--- src/rtl/tmr_scan_pkg.sv ---
package tmr_scan_pkg;

    localparam int NCOPY = 3;

    typedef enum logic [1:0] {
        SCAN_HOLD    = 2'd0,
        SCAN_SHIFT   = 2'd1,
        SCAN_CAPTURE = 2'd2
    } scan_op_e;

    // bitwise two-of-three vote
    function automatic logic maj3(logic a, logic b, logic c);
        return (a & b) | (a & c) | (b & c);
    endfunction

    // capture wins over shift
    function automatic scan_op_e scan_decode(logic cap, logic sh);
        if (cap)
            return SCAN_CAPTURE;
        else if (sh)
            return SCAN_SHIFT;
        else
            return SCAN_HOLD;
    endfunction

endpackage

--- src/rtl/tmr_maj_voter.sv ---
module tmr_maj_voter
    import tmr_scan_pkg::*;
#(
    parameter int WIDTH = 8
) (
    input  logic [NCOPY-1:0][WIDTH-1:0] vin,
    output logic [WIDTH-1:0]            vout
);

    for (genvar b = 0; b < WIDTH; b++) begin : g_bit
        assign vout[b] = maj3(vin[0][b], vin[1][b], vin[2][b]);
    end

endmodule

--- src/rtl/tmr_flop_copy.sv ---
module tmr_flop_copy #(
    parameter int WIDTH = 8
) (
    input  logic             clk,
    input  logic             rst,
    input  logic [WIDTH-1:0] d,
    output logic [WIDTH-1:0] q
);

    always_ff @(posedge clk) begin
        if (rst)
            q <= '0;
        else
            q <= d;
    end

    // reset clears the copy
    p_reset_zero_r1: assert property (@(posedge clk) rst |=> q == '0)
        else $error("p_reset_zero_r1");

endmodule

--- src/rtl/tmr_scan_chain.sv ---
module tmr_scan_chain
    import tmr_scan_pkg::*;
#(
    parameter int WIDTH = 8
) (
    input  logic             clk,
    input  logic             rst,
    input  scan_op_e         op,
    input  logic [WIDTH-1:0] obs_q,
    input  logic [WIDTH-1:0] obs_d,
    input  logic             si,
    output logic             so
);

    localparam int LEN = 2 * WIDTH;

    logic [LEN-1:0] cells;

    always_ff @(posedge clk) begin
        if (rst) begin
            cells <= '0;
        end else begin
            case (op)
                SCAN_CAPTURE: cells <= {obs_d, obs_q};
                SCAN_SHIFT:   cells <= {si, cells[LEN-1:1]};
                default:      cells <= cells;
            endcase
        end
    end

    assign so = cells[0];

    // reset clears all cells
    p_chain_reset_r1: assert property (@(posedge clk) rst |=> cells == '0)
        else $error("p_chain_reset_r1");

    // capture presents flip-flop output bit 0 at scan-out
    p_capture_head_r5: assert property (@(posedge clk) disable iff (rst)
        op == SCAN_CAPTURE |=> so == $past(obs_q[0]))
        else $error("p_capture_head_r5");

    // shift moves the next cell to scan-out
    p_shift_step_r6: assert property (@(posedge clk) disable iff (rst)
        op == SCAN_SHIFT |=> so == $past(cells[1]))
        else $error("p_shift_step_r6");

    // own scan-in enters the top cell
    p_shift_entry_r9: assert property (@(posedge clk) disable iff (rst)
        op == SCAN_SHIFT |=> cells[LEN-1] == $past(si))
        else $error("p_shift_entry_r9");

    // idle cells hold
    p_hold_r10: assert property (@(posedge clk) disable iff (rst)
        op == SCAN_HOLD |=> $stable(cells))
        else $error("p_hold_r10");

endmodule

--- src/rtl/tmr_scan_reg.sv ---
module tmr_scan_reg
    import tmr_scan_pkg::*;
#(
    parameter int WIDTH = 8
) (
    input  logic                        clk,
    input  logic                        rst,
    input  logic [NCOPY-1:0][WIDTH-1:0] din,
    input  logic                        cap_en,
    input  logic                        shift_en,
    input  logic [NCOPY-1:0]            scan_in,
    output logic [NCOPY-1:0][WIDTH-1:0] q,
    output logic [NCOPY-1:0]            scan_out
);

    scan_op_e                    op;
    logic [NCOPY-1:0][WIDTH-1:0] vote;

    assign op = scan_decode(cap_en, shift_en);

    for (genvar c = 0; c < NCOPY; c++) begin : g_copy
        tmr_maj_voter #(.WIDTH(WIDTH)) u_voter (
            .vin  (din),
            .vout (vote[c])
        );

        tmr_flop_copy #(.WIDTH(WIDTH)) u_flop (
            .clk (clk),
            .rst (rst),
            .d   (vote[c]),
            .q   (q[c])
        );

        tmr_scan_chain #(.WIDTH(WIDTH)) u_chain (
            .clk   (clk),
            .rst   (rst),
            .op    (op),
            .obs_q (q[c]),
            .obs_d (vote[c]),
            .si    (scan_in[c]),
            .so    (scan_out[c])
        );

        // each copy loads the vote of all data inputs
        p_vote_load_r2: assert property (@(posedge clk) disable iff (rst)
            1'b1 |=> q[c] == (($past(din[0]) & $past(din[1])) |
                              ($past(din[0]) & $past(din[2])) |
                              ($past(din[1]) & $past(din[2]))))
            else $error("p_vote_load_r2");
    end

    // copies never diverge
    p_copies_agree_r4: assert property (@(posedge clk) disable iff (rst)
        1'b1 |=> (q[0] == q[1]) && (q[1] == q[2]))
        else $error("p_copies_agree_r4");

    // capture wins when both enables are high
    p_capture_first_r7: assert property (@(posedge clk) disable iff (rst)
        cap_en && shift_en |=> scan_out[0] == $past(q[0][0]))
        else $error("p_capture_first_r7");

endmodule

--- config.mk ---
export PLATFORM = sky130hd
export DESIGN_NAME = tmr_scan_reg
export DESIGN_NICKNAME = d
export VERILOG_FILES = /design/src/rtl/tmr_scan_pkg.sv /design/src/rtl/tmr_maj_voter.sv /design/src/rtl/tmr_flop_copy.sv /design/src/rtl/tmr_scan_chain.sv /design/src/rtl/tmr_scan_reg.sv
export SDC_FILE = /design/constraint.sdc
export NUM_CORES = 1
export LEC_CHECK = 0
export BUFFER_PORTS_ARGS = -buffer_cell sky130_fd_sc_hd__buf_4
export CORE_UTILIZATION = 54
export CTS_CLUSTER_DIAMETER = 200
export DETAILED_ROUTE_END_ITERATION = 16
export GPL_TIMING_DRIVEN = 0
export PLACE_DENSITY = 0.88
export SYNTH_ARGS = -nofsm -noshare
export SYNTH_HDL_FRONTEND = slang
export SYNTH_SLANG_ARGS = --single-unit
--- constraint.sdc ---
create_clock -name clk -period 1.13 [get_ports clk]
set_input_delay 0.226 -clock clk [delete_from_list [all_inputs] [get_ports clk]]
set_output_delay 0.226 -clock clk [all_outputs]
set_load 0.02 [all_outputs]
# After elaboration in Yosys (flattened, before gate mapping)
# Index checks and enable logic that the tools add are counted.
[word_totals]
reg_bits = 56
in_bits = 31
out_inout_bits = 27
word_cells = 52
[classes]
eq_ne = 2
n_mux = 5
n_bitwise = 40
n_reduce_logical = 1
[op_table]
columns = ["operator", "count"]
rows = [
  ["$pmux W16 S2", 3],
  ["$and A1 B1 Y1", 24],
  ["$or A1 B1 Y1", 16],
  ["$eq A2 B1 Y1 const B", 1],
  ["$eq A2 B2 Y1 const B", 1],
  ["$mux W2", 1],
  ["$reduce_bool A2 Y1", 1],
  ["$mux W1", 1],
]

# Depth between registers and ports, before layout
# Gate-level depths: netlist of the first run.
[depth]
ltp_word = 4
mapped_depth = 5
mapped_depth_nobuf = 3

# Cells and area by module
# From an unflattened synthesis of the first run, not the netlist that was laid out.
[unflattened]
cells_unflattened = 292
hier_area_um2 = 3418.3
[by_module_without_submodules]
columns = ["module", "instances", "cells_per_inst", "area_per_inst_um2", "seq_area_each_um2"]
rows = [
  ["tmr_scan_chain", 3, 73, 834.6, 320.3],
  ["tmr_flop_copy", 3, 16, 210.2, 160.2],
  ["tmr_maj_voter", 3, 8, 90.1, 0.0],
  ["tmr_scan_reg", 1, 1, 13.8, 0.0],
]

# Worst setup path after synthesis of the first run
# OpenSTA, ideal clock, no wires.
[synth_timing]
kind = "input-to-reg"
from = "input port shift_en"
to = "register g_copy[0].u_chain.cells[0]"
setup_time_ps = 115
arrival_ps = 950
required_time_ps = 1015
slack_ps = 66
stages = 4
n_path_buf = 2
path_cell_list = "buf_6 > buf_6 > mux2_4 > o21a_1"
[synth_between]
elab_chain_len = 4
elab_cells_between_ends = 6
cone_classes = "eq/ne: 2; mux: 3; reduce/logical: 1"
[synth_rtl]
columns = ["element", "line_no", "source"]
rows = [
  ["from (decl)", "tmr_scan_reg.sv:10", "input logic shift_en,"],
  ["$mux W1 *", "tmr_scan_pkg.sv:20", "else if (sh)"],
  ["$mux W2 *", "tmr_scan_pkg.sv:18", "if (cap)"],
  ["$eq A2 B1 Y1 or $eq A2 B2 Y1 (tied branches)", "tmr_scan_chain.sv:23", "case (op)"],
  ["$pmux W16 S2 or $reduce_bool A2 Y1 (tied branches)", "n/a", ""],
  ["to (signal assigned)", "tmr_scan_chain.sv:24", "SCAN_CAPTURE: cells <= {obs_d, obs_q};"],
  ["to (signal assigned)", "tmr_scan_chain.sv:25", "SCAN_SHIFT: cells <= {si, cells[LEN-1:1]};"],
  ["to (signal assigned)", "tmr_scan_chain.sv:26", "default: cells <= cells;"],
  ["to (decl)", "tmr_scan_chain.sv:17", "logic [LEN-1:0] cells;"],
]
# Mark *: on every way between the ends. The rest lies on a longest branch, timed or not.
# A chain may end at the register's enable or synchronous reset.

# Final worst setup path of the first run
[layout_timing]
from = "register g_copy[2].u_flop.q[5]"
to = "output port q[21] (netlist name)"
[layout_rtl]
columns = ["element", "line_no", "source"]
rows = [
  ["from (decl)", "tmr_flop_copy.sv:7", "output logic [WIDTH-1:0] q"],
  ["from (signal assigned)", "tmr_flop_copy.sv:12", "q <= '0;"],
  ["from (signal assigned)", "tmr_flop_copy.sv:14", "q <= d;"],
  ["to (decl)", "tmr_scan_reg.sv:12", "output logic [NCOPY-1:0][WIDTH-1:0] q,"],
]
# No word-level cell between the ends.

==> summary.md, run 1 <==
| Metric | Value |
|---|---|
| Switch share | roughly 25% |
| Die Width | 71.8 um |
| Height of the chip | 71.8 um |
| Met2 Resource Use GR | 39.6% |
| # port buffers | 56 |
| Initial antenna violation count | 0 |
| ANT cells | 0 |
| CTS H-tree depth | 2 |
| Final WL | 5400 um |
| Routability cong. | 0.782 |
| Worst Setup End Kind | output port |
| Clock sinks | 56 |
| IO Pins | 58 |
| Reg-to-Reg Start | g_copy[2].u_flop.q[3] |
| CTS Root Cell | clkbuf_8 |
| Worst slack, placed | -139 ps |
| Inserted Clock Buffers | 5 |
| Share of cells above drive strength 1 | 40.6% |
| Highest Clock Rate | 880 MHz |
| Status | finished with violations |
| Drt first pass iters | 4 |
| Seq/Total Area, Yosys | 42.7% |
| Final worst slack | -7.00 ps |
| Reg power frac | 50.5% |
| Final Critical Period | 1140 ps |
| Leak pwr | 1.45 nW |
| Routed vias/inst | approximately 5.4 |
| Violated checks | negative setup slack |
| PD cells | roughly 1300 nW/um^2 |
| Clk_skew | 5.84 ps |
| Core footprint | 4690 um^2 |
| HP Class | input pin to flip-flop |
| Vias post-DR | 1923 |
| Reg2Reg Depth | 4 |
| Syn avg cell area | 10.6 um^2 |
| Initial Util | 56.0% |
| Worst-Skew Late Latency | 310 ps |
| Clock-pin slew of the registers on the worst-case setup and hold paths | 90 ps |
| Synth cell types | 25 |
| Leading post-synthesis cells by cell area | dfxtp_1, mux2_4, o21a_1 |
| Fin. max-slew vios | 0 |
| Yosys Warn Count | 0 |
| Number of remaining DRC errors | 0 |
| Fin crit share | 101% |
| Synth Register Bits | 56 |
| First-pass GRT wire length | 8810 um |
| Routed len/inst | approximately 15 um |
| Gr busiest metal | met2 |
| Largest net degree at the start of global routing | 17 |
| Critical path class | flip-flop to output port |
| Slew HR | 64.0% |
| Clock Power Share | 29.8% |
| Max clock buf depth | 2 |
| Final setup fails | 4 |
| RSZ-0062 raised after global routing | true |
| DP Cell Count | 357 |
| Fin. Hold Viols | 0 |
| FP Rows | 25 |
| Area grow syn2layout | 25.3% |
| Worst Hold Endpoint | g_copy[0].u_chain.cells[15] |
| Peak VDD IR | 724 uV |
| Total congestion overflow | 0 |
| Starting DRT DRC Count | 105 |
| Logic gate share of total power | 19.7% |
| Final cell count without fillers | 357 |
| Synth Net Count | 278 |
| Worst endpoint required time | approximately 900 ps |
| Yosys top cell by area | dfxtp_1 |
| Startpoint types | flip-flop |
| GR met3 Demand/Resource | 4.22% |
| Crit-path max FO | 4 |
| Antenna Violating Nets Remaining | 0 |
| Grt met1 use | roughly 27% |
| Max_cap viols | 0 |
| Worst-margin pin slew | 540 ps |
| Cell area after synthesis | ~2600 um^2 |
| Hold path startpoint | scan_in[0] |
| Die ar. | approximately 5100 um^2 |
| Hpwl dp | 3930 um |
| Worst Path Arrival | 910 ps |
| Cells after Synth | roughly 250 |
| Min-Delay Path Depth | 3 |
| Switching power | 0.00111 W |
| Reg2reg end | g_copy[1].u_chain.cells[3] |
| Total GRT Usage | 22.1% |
| Nets@finish | roughly 330 |
| CTS tree | built |
| Worst R2R Setup Slack | 150 ps |
| Vias in the first global route | 1855 |
| Yosys top cell area share | 42.7% |
| Internal | roughly 0.0033 W |
[cells by family (layout without fill, tap and decap cells)]
logic type,after synthesis,count (layout),share of synthesized area (%)
multiplexers,34,34,17.4
buffers and inverters,46,102,12.0
AO/OA/AOI/OAI,58,58,15.0
adder cells (fa/ha/maj),8,8,3.05
flip-flops,56,56,42.7
AND/OR/NAND/NOR,45,45,9.86
[metal layers]
metal | share of wire (%) | wire length [um]
met4 | 1.5 | 83
met2 | 52 | 2790
met3 | 5.5 | 296
met5 | 0 | 0
met1 | 41 | 2230
[worst max-delay path, stage by stage (launching register included)]
cell and delay, ps:
dfxtp_4 370, buf_6 110, buf_6 120
[final cells by class]
cell class,instances,area [um^2]
Fill cell,357,1400
Inverter,10,37.5
Clock buffer,6,72.6
Tap cell,54,67.6
Sequential cell,56,1150
Multi-Input combinational cell,145,1190
Buffer,26,233
Clock inverter,2,35.0
Timing Repair Buffer,58,507
[cell usage in the layout (no fill, tap or decap), drive strengths merged]
cell,instances
dfxtp,56
a21o,2
nand2,4
o21a,24
buf,79
clkinv,1
clkbuf,11
and2b,4
bufinv,1
mux2,24
a21oi,9
or2,2
o21ai,9
inv,10
a211oi,14
maj3,8
mux2i,10
nor3,14
nor2b,21
[per-stage QoR]
step	total power (W)	TNS, ps	util (%)	hold WS (ps)	cell area [um^2]
finish	0.00437	-20.7	70.2	206	3290
global route	0.00456	-218	70.2	204	3290
CTS	0.00440	0	70.7	210	3320
detailed placement	0.00309	-3530	66.4	519	3120
global placement	0.00306	-2980	66.4	499	3120
floorplan	0.00280	0	-	405	2630
[synth_stat cells]
cell,count
buf_12,1
mux2i_1,10
o21ai_0,6
clkbuf_1,5
a211oi_1,13
a21oi_1,9
buf_2,5
inv_1,10
o21a_1,24
and2b_1,4
nor3_1,14
mux2_4,23
dfxtp_1,56
o21ai_1,3
a211oi_2,1
nand2_1,4
or2_1,1
maj3_1,8
buf_8,1
nor2b_1,21
or2_2,1
mux2_2,1
buf_4,19
a21o_1,2
buf_6,5
[power groups by stage]
| stage | Combinational (W) | Clock (W) | Sequential [W] |
|---|---|---|---|
| global route | 0.000929 | 0.00141 | 0.00223 |
| detailed placement | 0.000841 | 0 | 0.00225 |
| floorplan | 0.000561 | 0 | 0.00224 |
| global placement | 0.000821 | 0 | 0.00224 |
| finish | 0.000862 | 0.00130 | 0.00221 |
| CTS | 0.000883 | 0.00131 | 0.00221 |
[registers in the layout, summed over array words and instances, names as in the netlist]
signal and count:
g_copy.u_flop.q 8, g_copy.u_chain.cells 48
[worst max path at each step]
stage	from	endpoint	slack, ps	cells past startpoint
after floorplan	shift_en	g_copy[0].u_chain.cells[0]	70	4
after global placement	cap_en	g_copy[2].u_chain.cells[3]	-120	5
after detailed placement	cap_en	g_copy[1].u_chain.cells[3]	-140	5
after CTS	g_copy[2].u_flop.q[6]	q[22]	0.07	2
after global routing	g_copy[2].u_flop.q[5]	q[21]	-40	2
final	g_copy[2].u_flop.q[5]	q[21]	-7	2
[what timing repair did]
item                                    CTS  global route
endpoints found under the setup margin   19            16
hold buffers                              0             0
endpoints found under the hold margin     0             0
gates resized for setup                  37            11
buffers inserted                          2             0
Power figures use the tool's default switching activity.
==> run 2: changes to the inputs <==
--- a/config.mk
+++ b/config.mk
@@ -11,6 +11,8 @@
 export DETAILED_ROUTE_END_ITERATION = 16
 export GPL_TIMING_DRIVEN = 0
 export PLACE_DENSITY = 0.88
+export RECOVER_POWER = 25
+export SKIP_LAST_GASP = 1
 export SYNTH_ARGS = -nofsm -noshare
 export SYNTH_HDL_FRONTEND = slang
 export SYNTH_SLANG_ARGS = --single-unit
==> run 2 against run 1 <==
The flow still finishes with violations (negative setup slack). Final cell count stayed put. Sequential share of layout area about the same. Count of clock-buffer cells in the layout stayed put. Critical path type unchanged. Critical endpoint unchanged. Highest routed layer unchanged.
==> summary.md, run 2 (synthesis results as in run 1) <==
| Metric | Value |
|---|---|
| Status | finished with violations (unchanged) |
| Violated checks | negative setup slack (unchanged) |
| Starting DRT DRC Count | 105 (unchanged) |
| CTS Root Cell | clkbuf_8 (unchanged) |
| RSZ-0062 raised after global routing | true (unchanged) |
| Highest Clock Rate | 880 MHz (about the same) |
| Max stage delay on crit path | 370 ps (about the same) |
| Reg2reg end | g_copy[1].u_chain.cells[3] (unchanged) |
| Fin. max-slew vios | 0 (unchanged) |
| First-pass GRT wire length | 8810 um (unchanged) |
| Setup crit start | g_copy[2].u_flop.q[5] (unchanged) |
| Crit-path max FO | 4 (unchanged) |
| Peak VDD IR | 723 uV (was 724 uV) |
| # port buffers | 56 (unchanged) |
| CTS H-tree depth | 2 (unchanged) |
| Clock-pin slew of the registers on the worst-case setup and hold paths | 90 ps (about the same) |
| Worst Setup End Kind | output port (unchanged) |
| HP Class | input pin to flip-flop (unchanged) |
| Largest Register | g_copy.u_chain.cells (unchanged) |
| PD cells | 1330 nW/um^2 (about the same) |
| Core Util, Final | 70.1% (was 70.2%) |
| Startpoint types | flip-flop (unchanged) |
| Clk_skew | 5.84 ps (about the same) |
| Final Critical Period | 1140 ps (about the same) |
| Reg-to-Reg Start | g_copy[2].u_flop.q[3] (unchanged) |
| Total GRT Usage | 22.1% (unchanged) |
| Critical path class | flip-flop to output port (unchanged) |
| Worst hold slack | 206 ps (about the same) |
| Area grow syn2layout | 25.2% (was 25.3%) |
| Reg2Reg Depth | 4 (unchanged) |
| Worst-margin pin slew | 537 ps (was 540 ps) |
| Routed vias/inst | 5.38 (was 5.39) |
| Nets@finish | 333 (unchanged) |
| Antenna Violating Nets Remaining | 0 (unchanged) |
| WP buf/inv | 2 (unchanged) |
| CTS Hold Buffers Added | 0 (unchanged) |
| Crit-path leading delay family | flip-flops (unchanged) |
| Drt first pass iters | 4 (unchanged) |
| Worst Path Arrival | 910 ps (about the same) |
| Routability cong. | 0.782 (unchanged) |
| Final worst slack | -6.91 ps (was -7.00 ps) |
| Max_cap viols | 0 (unchanged) |
| Most frequent cells in the layout | dfxtp_1, buf_4, buf_6, o21a_1, mux2_4 (unchanged) |
| Total congestion overflow | 0 (unchanged) |
| Final setup fails | 4 (unchanged) |
| Worst R2R Setup Slack | 150 ps (about the same) |
| Slew HR | 64.2% (was 64.0%) |
| Fin crit share | 101% (about the same) |
| Worst path depth | 2 (unchanged) |
| Vias post-DR | 1919 (was 1923) |
| Clock sinks | 56 (unchanged) |
| Most common cell after layout, fill and taps aside | dfxtp_1 (unchanged) |
| Leak pwr | 1.45 nW (about the same) |
| Die Width | 71.8 um (unchanged) |
| FP Rows | 25 (unchanged) |
| Regs by FF count | g_copy.u_chain.cells: 48 flops, g_copy.u_flop.q: 8 flops (unchanged) |
| Number of remaining DRC errors | 0 (unchanged) |
| Worst slack, placed | -139 ps (unchanged) |
| Initial Util | 56.0% (unchanged) |
| ANT cells | 0 (unchanged) |
| Fin. Hold Viols | 0 (unchanged) |
| Inserted Clock Buffers | 5 (unchanged) |
| Core footprint | 4690 um^2 (unchanged) |
| Worst-Skew Late Latency | 310 ps (about the same) |
| Max clock buf depth | 2 (unchanged) |
| Initial antenna violation count | 0 (unchanged) |
| Height of the chip | 71.8 um (unchanged) |
| Vias in the first global route | 1855 (unchanged) |
| CTS tree | built (unchanged) |
| Hpwl dp | 3930 um (unchanged) |
| IO Pins | 58 (unchanged) |
| Most frequent CP cell | buf_6 (unchanged) |
| Setup crit end | q[21] (unchanged) |
| Slowest library cell on the worst path | dfxtp_4 (unchanged) |
| Routed len/inst | 15.1 um (about the same) |
| Largest register FFs | 48 (unchanged) |
| Crit path cell chain | buf_6 -> buf_6 (unchanged) |
| Worst endpoint required time | 900 ps (about the same) |
| Die ar. | 5150 um^2 (unchanged) |
| Final WL | 5400 um (about the same) |
| Share of cells above drive strength 1 | 40.3% (was 40.6%) |
| Largest net degree at the start of global routing | 17 (unchanged) |
==> run 2: cell types whose count changed in the layout (fill, tap and decap cells not counted), sizes merged <==
cell    before  now
buf         79   78
clkbuf      11   12
==> run 2: through the flow <==
step / std cells / power [W] / area, um^2 / TNS (ps)
6_report: 357 / 0.00437 / 3290 / -20.3
3_3_place_gp: 357 / 0.00306 / 3120 / -2980
3_5_place_dp: 357 / 0.00309 / 3120 / -3530
2_1_floorplan: 247 / 0.00280 / 2630 / 0
4_1_cts: 363 / 0.00440 / 3320 / -15.9
5_1_grt: 357 / 0.00456 / 3290 / -218
==> run 2: area by class of cell <==
class / count / area (um^2)
timing repair buffer: 58 / 503
multi-input combinational: 145 / 1190
clock inverter: 2 / 35.0
tap: 54 / 67.6
fill: 359 / 1400
sequential: 56 / 1150
buffer: 26 / 233
inverter: 10 / 37.5
clock buffer: 6 / 72.6
==> run 2: how the worst min path moves through the flow <==
stage / from / end / cells past startpoint
2_1_floorplan: rst / g_copy[0].u_chain.cells[5] / 2
3_3_place_gp: g_copy[2].u_chain.cells[12] / g_copy[2].u_chain.cells[11] / 2
3_5_place_dp: g_copy[0].u_chain.cells[12] / g_copy[0].u_chain.cells[11] / 2
4_1_cts: scan_in[0] / g_copy[0].u_chain.cells[15] / 3
5_1_grt: scan_in[0] / g_copy[0].u_chain.cells[15] / 3
6_report: scan_in[0] / g_copy[0].u_chain.cells[15] / 3
==> run 2: per-layer routing <==
metal | track usage (%) | wire length (um)
met4 | 5.88 | 83
met3 | 4.22 | 292
met1 | 27.2 | 2230
met2 | 39.6 | 2790
met5 | 0 | 0
==> run 2: worst min-delay path: stages <==
cell and delay (ps):
buf_4 80, a211oi_1 60, nor3_1 110
==> run 2: where the power goes <==
group	leakage [nW]	switching [W]	total [W]	internal (W)
combinational	0.927	0.000371	0.000859	0.000488
clock	0.0552	0.000645	0.00130	0.000659
sequential	0.469	0.0000933	0.00221	0.00211
==> run 2: timing repair <==
| action | in CTS | in global routing |
|---|---|---|
| endpoints found under the setup margin | 19 | 16 |
| pin swaps | 0 | 0 |
| setup buffers | 2 | 0 |
| gates resized for setup | 36 | 12 |
==> run 3: changes to the inputs <==
--- a/config.mk
+++ b/config.mk
@@ -6,11 +6,11 @@
 export NUM_CORES = 1
 export LEC_CHECK = 0
 export BUFFER_PORTS_ARGS = -buffer_cell sky130_fd_sc_hd__buf_4
-export CORE_UTILIZATION = 54
+export CORE_UTILIZATION = 55
 export CTS_CLUSTER_DIAMETER = 200
 export DETAILED_ROUTE_END_ITERATION = 16
 export GPL_TIMING_DRIVEN = 0
-export PLACE_DENSITY = 0.88
+export PLACE_DENSITY = 0.9
 export RECOVER_POWER = 25
 export SKIP_LAST_GASP = 1
 export SYNTH_ARGS = -nofsm -noshare
==> constraint.sdc (replaced) <==
create_clock -name clk -period 1.4 [get_ports clk]
set_input_delay 0.28 -clock clk [delete_from_list [all_inputs] [get_ports clk]]
set_output_delay 0.28 -clock clk [all_outputs]
set_load 0.02 [all_outputs]
==> run 3 against run 2 <==
Sequential cell count is the same. Wire length shrank 2.1%. Largest power group unchanged. The run ends with design-rule violations left. Non-clock buffer count increased by 8. Global-route usage is 0.096 points higher.
==> summary.md, run 3 (synthesis results as in run 1) <==
| Metric | Value |
|---|---|
| Status | finished with violations (unchanged) |
| Violated checks | design-rule violations (was negative setup slack) |
| Gr busiest metal | met2 (unchanged) |
| Clock sinks | 56 (unchanged) |
| Drt first pass iters | 12 (was 4) |
| # port buffers | 56 (unchanged) |
| CTS Hold Buffers Added | 0 (unchanged) |
| Fin. max-slew vios | 0 (unchanged) |
| Min-Delay Path Depth | 3 (unchanged) |
| Routed len/inst | 14.6 um (was 15.1 um) |
| Worst endpoint required time | 1120 ps (was 900 ps) |
| FP Rows | 24 (was 25) |
| Most common cell after layout, fill and taps aside | buf_4 (was dfxtp_1) |
| Inserted Clock Buffers | 5 (unchanged) |
| Total congestion overflow | 0 (unchanged) |
| Startpoint types | flip-flop (unchanged) |
| Initial antenna violation count | 0 (unchanged) |
| Final WL | 5290 um (was 5400 um) |
| Worst-margin pin slew | 501 ps (was 537 ps) |
| Met2 Resource Use GR | 39.4% (was 39.6%) |
| Max_cap viols | 0 (unchanged) |
| Final worst slack | 166 ps (was -6.91 ps) |
| Regs by FF count | g_copy.u_chain.cells: 48 flops, g_copy.u_flop.q: 8 flops (unchanged) |
| Final Instance Area | 3200 um^2 (was 3290 um^2) |
| Post-CTS resize count | 0 (was 36) |
| Die Width | 71.1 um (was 71.8 um) |
| Highest Clock Rate | 810 MHz |
| CTS H-tree depth | 2 (unchanged) |
| Core footprint | 4470 um^2 (was 4690 um^2) |
| Nets@finish | 341 (was 333) |
| Post-DP Area | 3110 um^2 (was 3120 um^2) |
| Buffer count from post-CTS setup fixing | 0 (was 2) |
| Worst Setup End Kind | output port (unchanged) |
| Most frequent cells in the layout | buf_4, dfxtp_1, o21a_1, mux2_4, nor2b_1 (was dfxtp_1, buf_4, buf_6, o21a_1, mux2_4) |
| CTS tree | built (unchanged) |
| Worst Path Arrival | 950 ps (was 910 ps) |
| Routability cong. | 0.811 (was 0.782) |
| GR met3 Demand/Resource | 4.70% (was 4.22%) |
| Vias in the first global route | 1873 (was 1855) |
| Final setup fails | 0 (was 4) |
| Critical path class | flip-flop to output port (unchanged) |
| Slew HR | 66.6% (was 64.2%) |
| Total GRT Usage | 22.2% (was 22.1%) |
| Fillers | 341 (was 359) |
| Grt met1 use | 27.8% (was 27.2%) |
| Routed vias/inst | 5.39 (was 5.38) |
| Fin. Hold Viols | 0 (unchanged) |
| Setup TNS | 0 ps (was -20.3 ps) |
| Hpwl dp | 3980 um (was 3930 um) |
| Largest Register | g_copy.u_chain.cells (unchanged) |
| Core Util, Final | 71.4% (was 70.1%) |
| Antenna Violating Nets Remaining | 0 (unchanged) |
| Final Critical Period | 1230 ps |
| Fin crit share | between 80% and 90% |
| Height of the chip | 71.1 um (was 71.8 um) |
| Max clock buf depth | 2 (unchanged) |
| Clock-pin slew of the registers on the worst-case setup and hold paths | 100 ps (was 90 ps) |
| Largest net degree at the start of global routing | 18 (was 17) |
| Largest register FFs | 48 (unchanged) |
| Vias post-DR | 1958 (was 1919) |
| RSZ-0062 raised after global routing | false (was true) |
| Design Power | 0.00332 W (was 0.00437 W) |
| Crit-path max FO | 4 (unchanged) |
| Worst-Skew Late Latency | 300 ps (was 310 ps) |
| Peak VDD IR | 493 uV (was 723 uV) |
| ANT cells | 0 (unchanged) |
| CTS Root Cell | clkbuf_8 (unchanged) |
| Die ar. | 5060 um^2 (was 5150 um^2) |
| Initial Util | 58.7% (was 56.0%) |
| Area grow syn2layout | 21.7% (was 25.2%) |
| HP Class | input pin to flip-flop (unchanged) |
| Leak pwr | 1.45 nW (about the same) |
| Number of remaining DRC errors | 4 (was 0) |
| Clk_skew | 8.78 ps (was 5.84 ps) |
| PD cells | 1040 nW/um^2 (was 1330 nW/um^2) |
| Share of cells above drive strength 1 | 38.6% (was 40.3%) |
| Worst slack, placed | 71.6 ps (was -139 ps) |
| Starting DRT DRC Count | 63 (was 105) |
| IO Pins | 58 (unchanged) |
| First-pass GRT wire length | 8800 um (was 8810 um) |
| Reg2Reg Depth | 3 (was 4) |
[run 3: critical path, stage by stage, from the launching register on]
cell	delay, ps
dfxtp_1	400
buf_4	130
buf_4	120
[run 3: area by class of cell]
| class | count | area (um^2) | area share, % |
|---|---|---|---|
| tap | 52 | 65.1 | 2.04 |
| clock buffer | 5 | 68.8 | 2.15 |
| clock inverter | 3 | 18.8 | 0.587 |
| multi-input combinational | 145 | 1190 | 37.3 |
| sequential | 56 | 1120 | 35.1 |
| buffer | 36 | 278 | 8.69 |
| timing repair buffer | 56 | 417 | 13.0 |
| inverter | 10 | 37.5 | 1.17 |
[run 3: metrics by stage]
step / hold WS (ps) / cells
finish: 265 / 363
global route: 252 / 363
CTS: 260 / 363
detailed placement: 512 / 355
global placement: 504 / 355
floorplan: 459 / 247
[run 3: worst paths after layout]
kind	start	end	slack, ps
setup / recovery	g_copy[2].u_flop.q[5]	q[21]	170
hold / removal	scan_in[0]	g_copy[0].u_chain.cells[15]	270
setup reg to reg	g_copy[2].u_flop.q[4]	g_copy[2].u_chain.cells[4]	440
hold reg to reg	g_copy[1].u_chain.cells[12]	g_copy[1].u_chain.cells[11]	550
[run 3: metal layers]
| layer | routed length [um] | vias up |
|---|---|---|
| met1 | 2280 | 930 |
| met2 | 2750 | 61 |
| li1 | - | 962 |
| met4 | 25 | 0 |
| met3 | 234 | 5 |
| met5 | 0 | - |
[run 3: where the power goes]
part / switching [W] / total [W] / internal [W]
sequential: 0.0000684 / 0.00178 / 0.00171
clock: 0.000511 / 0.000861 / 0.000350
combinational: 0.000300 / 0.000679 / 0.000379
total: 0.000879 / 0.00332 / 0.00244
